## src/rtl/warp_splitter.sv

```systemverilog
module warp_splitter #(
  parameter int WARP_SIZE = 32,
  parameter int CNT_W     = 11,
  parameter int BID_W     = 16
) (
  input  logic                 clk,
  input  logic                 rst_n,
  input  logic                 blk_valid,
  output logic                 blk_ready,
  input  logic [BID_W-1:0]     blk_id,
  input  logic [CNT_W-1:0]     blk_threads,
  output logic                 wrp_valid,
  input  logic                 wrp_ready,
  output logic [BID_W-1:0]     wrp_block,
  output logic [CNT_W-1:0]     wrp_base,
  output logic [WARP_SIZE-1:0] wrp_mask,
  output logic                 wrp_last
);

  localparam int EW = CNT_W + 1;

  logic             busy;
  logic [CNT_W-1:0] base_q;
  logic [CNT_W-1:0] cnt_q;
  logic [BID_W-1:0] id_q;

  logic [EW-1:0] next_base;
  logic          take;
  logic          accept;

  assign next_base = {1'b0, base_q} + EW'(WARP_SIZE);
  assign wrp_last  = next_base >= {1'b0, cnt_q};
  assign take      = busy & wrp_ready;
  assign blk_ready = ~busy | (take & wrp_last);
  assign accept    = blk_valid & blk_ready;

  assign wrp_valid = busy;
  assign wrp_block = id_q;
  assign wrp_base  = base_q;

  generate
    for (genvar i = 0; i < WARP_SIZE; i++) begin : g_lane
      assign wrp_mask[i] = ({1'b0, base_q} + EW'(i)) < {1'b0, cnt_q};
    end
  endgenerate

  always_ff @(posedge clk) begin
    if (!rst_n) begin
      busy   <= 1'b0;
      base_q <= '0;
      cnt_q  <= '0;
      id_q   <= '0;
    end else if (accept) begin
      busy   <= blk_threads != '0;
      base_q <= '0;
      cnt_q  <= blk_threads;
      id_q   <= blk_id;
    end else if (take) begin
      if (wrp_last) busy <= 1'b0;
      else          base_q <= next_base[CNT_W-1:0];
    end
  end


  lane0_live_chk: assert property (@(posedge clk) disable iff (!rst_n)
    wrp_valid |-> wrp_mask[0]);


  full_mid_warp_chk: assert property (@(posedge clk) disable iff (!rst_n)
    (wrp_valid && !wrp_last) |-> (&wrp_mask));


  base_step_chk: assert property (@(posedge clk) disable iff (!rst_n)
    (wrp_valid && wrp_ready && !wrp_last) |=>
      (wrp_valid && wrp_base == $past(wrp_base) + CNT_W'(WARP_SIZE) && $stable(wrp_block)));


  hold_on_stall_chk: assert property (@(posedge clk) disable iff (!rst_n)
    (wrp_valid && !wrp_ready) |=>
      (wrp_valid && $stable(wrp_base) && $stable(wrp_mask) && $stable(wrp_block) && $stable(wrp_last)));


  no_early_block_chk: assert property (@(posedge clk) disable iff (!rst_n)
    (wrp_valid && !(wrp_ready && wrp_last)) |-> !blk_ready);


  empty_block_chk: assert property (@(posedge clk) disable iff (!rst_n)
    (blk_valid && blk_ready && blk_threads == '0) |=> !wrp_valid);


  first_warp_chk: assert property (@(posedge clk) disable iff (!rst_n)
    (blk_valid && blk_ready && blk_threads != '0) |=> (wrp_valid && wrp_base == '0));

endmodule

```

## config.mk

```make
export PLATFORM = sky130hd
export DESIGN_NAME = warp_splitter
export DESIGN_NICKNAME = d
export VERILOG_FILES = /design/src/rtl/warp_splitter.sv
export SDC_FILE = /design/constraint.sdc
export NUM_CORES = 1
export LEC_CHECK = 0
export BUFFER_PORTS_ARGS = -buffer_cell sky130_fd_sc_hd__buf_2
export CORE_MARGIN = 3
export CORE_UTILIZATION = 48
export CTS_CLUSTER_DIAMETER = 100
export DETAILED_ROUTE_END_ITERATION = 7
export PLACE_DENSITY = 0.8
export SLEW_MARGIN = 20
export SYNTH_ARGS = -nofsm -noshare
export SYNTH_HDL_FRONTEND = slang
export SYNTH_SLANG_ARGS = --single-unit
```

## constraint.sdc

```tcl
create_clock -name clk -period 2.75 [get_ports clk]
set_input_delay 0.4125 -clock clk [delete_from_list [all_inputs] [get_ports clk]]
set_output_delay 0.4125 -clock clk [all_outputs]
set_load 0.03 [all_outputs]
```

==> results.json <==
{
  "fin_skew_ns": 0.00452,
  "hp-class": "in -> reg",
  "dp_slack_ns": 0.106,
  "grt_max_degree": 37,
  "ir_drop_mv": 0.372,
  "fin_tns_setup_ns": -0.0164,
  "cp_data_arrival_time_ns": 2.35,
  "dieWidth_um": 73.4,
  "area_delta_synth_final_pct": 33.0,
  "relSlewSlack_pct": 55.8,
  "dp_hpwl_um": 4050,
  "holdWs_ns": 0.366,
  "hold_viol": 0,
  "nFillCells": 341,
  "yosysMostFrequentCell": "nand2_1",
  "ctsRootBufferMaster": "clkbuf_8",
  "synth_cell_types": 36,
  "synth_top_area_share_pct": 31.2,
  "gp_congestion": 0.844,
  "die-height_um": 73.4,
  "synth_top_area_cell": "dfxtp_1",
  "wl_um": 5630,
  "wire_per_inst_um": 13.8,
  "cts_buffers": 5,
  "worst_slack_ns": -0.0164,
  "vias_per_cell": 5.28,
  "ys_seq_area_share_pct": 31.2,
  "fp-row-count": 23,
  "critPathRequiredTime_ns": 2.34,
  "ys_top_cells_by_count": "nand2_1, a21oi_1, dfxtp_1",
  "p_per_area_mw_per_mm2": 649,
  "async_flop_share_pct": 0,
  "htreeDepth": 2,
  "synth-edff-count": 0,
  "grt_pass1_vias": 1966,
  "drc": 0,
  "fin_crit_ns": 2.77,
  "drtIter0Drc": 150,
  "period_share_pct": 101,
  "power.total_mw": 1.88,
  "track_usage_pct": 20.1,
  "synth.ff_latch_count": 34,
  "synthSimpleGateAreaFrac_pct": 19.2,
  "synth_top_family_by_area": "simple AND/OR/NAND/NOR gates",
  "overflow": 0,
  "cts_tree": "done",
  "ys.flop_type": "dfxtp_1",
  "syn_area_sq_mm": 0.00218,
  "regToRegSetupSlack_ns": 0.10,
  "rsz0062_at_grt": "yes",
  "synth-xor-area-share_pct": 2.01,
  "status": "finished, violations left",
  "cts.sink_count": 34,
  "synth_compound_area_share_pct": 17.6,
  "cp-end-kind": "primary output",
  "cellLeakagePower_nw": 1.37,
  "ys_warn_count": 0,
  "drive_gt1_share_pct": 37.3,
  "grt_pass1_wl_um": 8750,
  "regArea_sq_um": 693,
  "worstSetupPathType": "reg -> out",
  "worst_pin_slew_ns": 0.656,
  "postRouteAntennaNets": 0,
  "placeableCoreArea_sq_mm": 0.00417,
  "violations": "negative setup slack",
  "antenna_found_initial": 0,
  "yosys.area_share.adder_pct": 8.04,
  "setup_viol": 1,
  "insertion_delay_ns": 0.29,
  "port_buffers": 87,
  "initial_core_util_pct": 52.2,
  "synth.avg_cell_area_sq_um": 8.16,
  "dieArea_sq_mm": 0.00538,
  "synth.area.top_cells": "dfxtp_1, mux2i_1, nand2_1",
  "multiInputGateArea_sq_mm": 0.00142,
  "fmax_mhz": 361,
  "final_util_pct": 69.4,
  "cp-start-kind": "register",
  "drt_pre_antenna_iters": 4,
  "cts_buffer_depth": 2,
  "nNetsFinal": 404,
  "muxShareOfSynthArea_pct": 12.9,
  "vias": 2160,
  "clk_pin_slew_ns": 0.07,
  "max_cap_violations": 0,
  "io_pins": 93,
  "slew_violations": 0,
  "synth_cells": 267,
  "antenna_cells": 0,
  "ctsHoldBuffers": 0,
  "path_max_fanout": 5
}
==> worst max-delay path, stage by stage, from the launching register on <==
cell      delay, ns
dfxtp_4        0.39
ha_4           0.17
nand3_4        0.09
xnor2_2        0.14
ha_1           0.31
a21o_1         0.20
a221oi_4       0.30
o21ai_2        0.11
a21oi_2        0.15
inv_1          0.06
buf_6          0.13
==> layout by cell type, fill, tap and decap left out, types with 7 or more instances in the layout <==
master    n
buf_2    79
nand2_1  57
a21oi_1  31
dfxtp_1  30
mux2i_1  28
inv_1    16
buf_4    16
ha_1     13
o21ai_0   9
nand3_1   7
==> through the flow <==
step / cells / cell area, sq um
2_1_floorplan: 271 / 2230
3_3_place_gp: 393 / 2660
3_5_place_dp: 393 / 2660
4_1_cts: 402 / 2790
5_1_grt: 409 / 2900
6_report: 409 / 2900
==> kinds of logic after synthesis <==
group	Yosys count
and+or+nand+nor	86
buffers and inverters	37
xor gates and xnor gates	5
DFF	34
adders and majority gates	14
other	1
muxes	28
AOI/OAI and AO/OA	62
==> cell type report <==
type / instances / area share (%)
Clock buffer: 5 / 2.37
Clock inverter: 2 / 0.518
Inverter: 16 / 2.07
Multi-Input combinational cell: 201 / 48.9
Sequential cell: 34 / 23.9
Tap cell: 50 / 2.16
Timing Repair Buffer: 101 / 20.0
==> final timing paths <==
kind | startpoint | depth (start not counted) | end
worst max-delay path | wrp_base[6] | 10 | blk_ready
worst min-delay path | blk_id[1] | 3 | wrp_block[1]
worst max register to register | wrp_base[6] | 11 | wrp_base[9]
worst min register to register | wrp_block[14] | 2 | wrp_block[14]
==> routing by layer <==
layer  share of wire (%)  up-vias  GRT usage, %
li1                    -     1092             -
met1                  41      993          25.3
met3                 7.3        5          6.29
met2                  50       70          33.5
met5                   0        -             0
met4                0.75        0          4.63
==> flip-flops by register name, summed over array words and instances, names as in the netlist <==
| register | cells |
|---|---|
| cnt_q | 11 |
| wrp_block | 16 |
| wrp_valid | 1 |
| wrp_base | 6 |
==> power by group <==
part | switching (mW) | internal [mW] | total, mW
sequential | 0.0326 | 0.526 | 0.559
clock | 0.186 | 0.173 | 0.359
combinational | 0.643 | 0.319 | 0.962
total | 0.862 | 1.02 | 1.88
==> what timing repair did <==
| item | in CTS | in global routing |
|---|---|---|
| endpoints found under the setup margin | 16 | 26 |
| endpoints found under the hold margin | 0 | 0 |
| pin swaps | 2 | 9 |
| setup buffers | 2 | 6 |
| gates resized for setup | 9 | 20 |
| cloned | 0 | 1 |
Power figures use the tool's default switching activity.
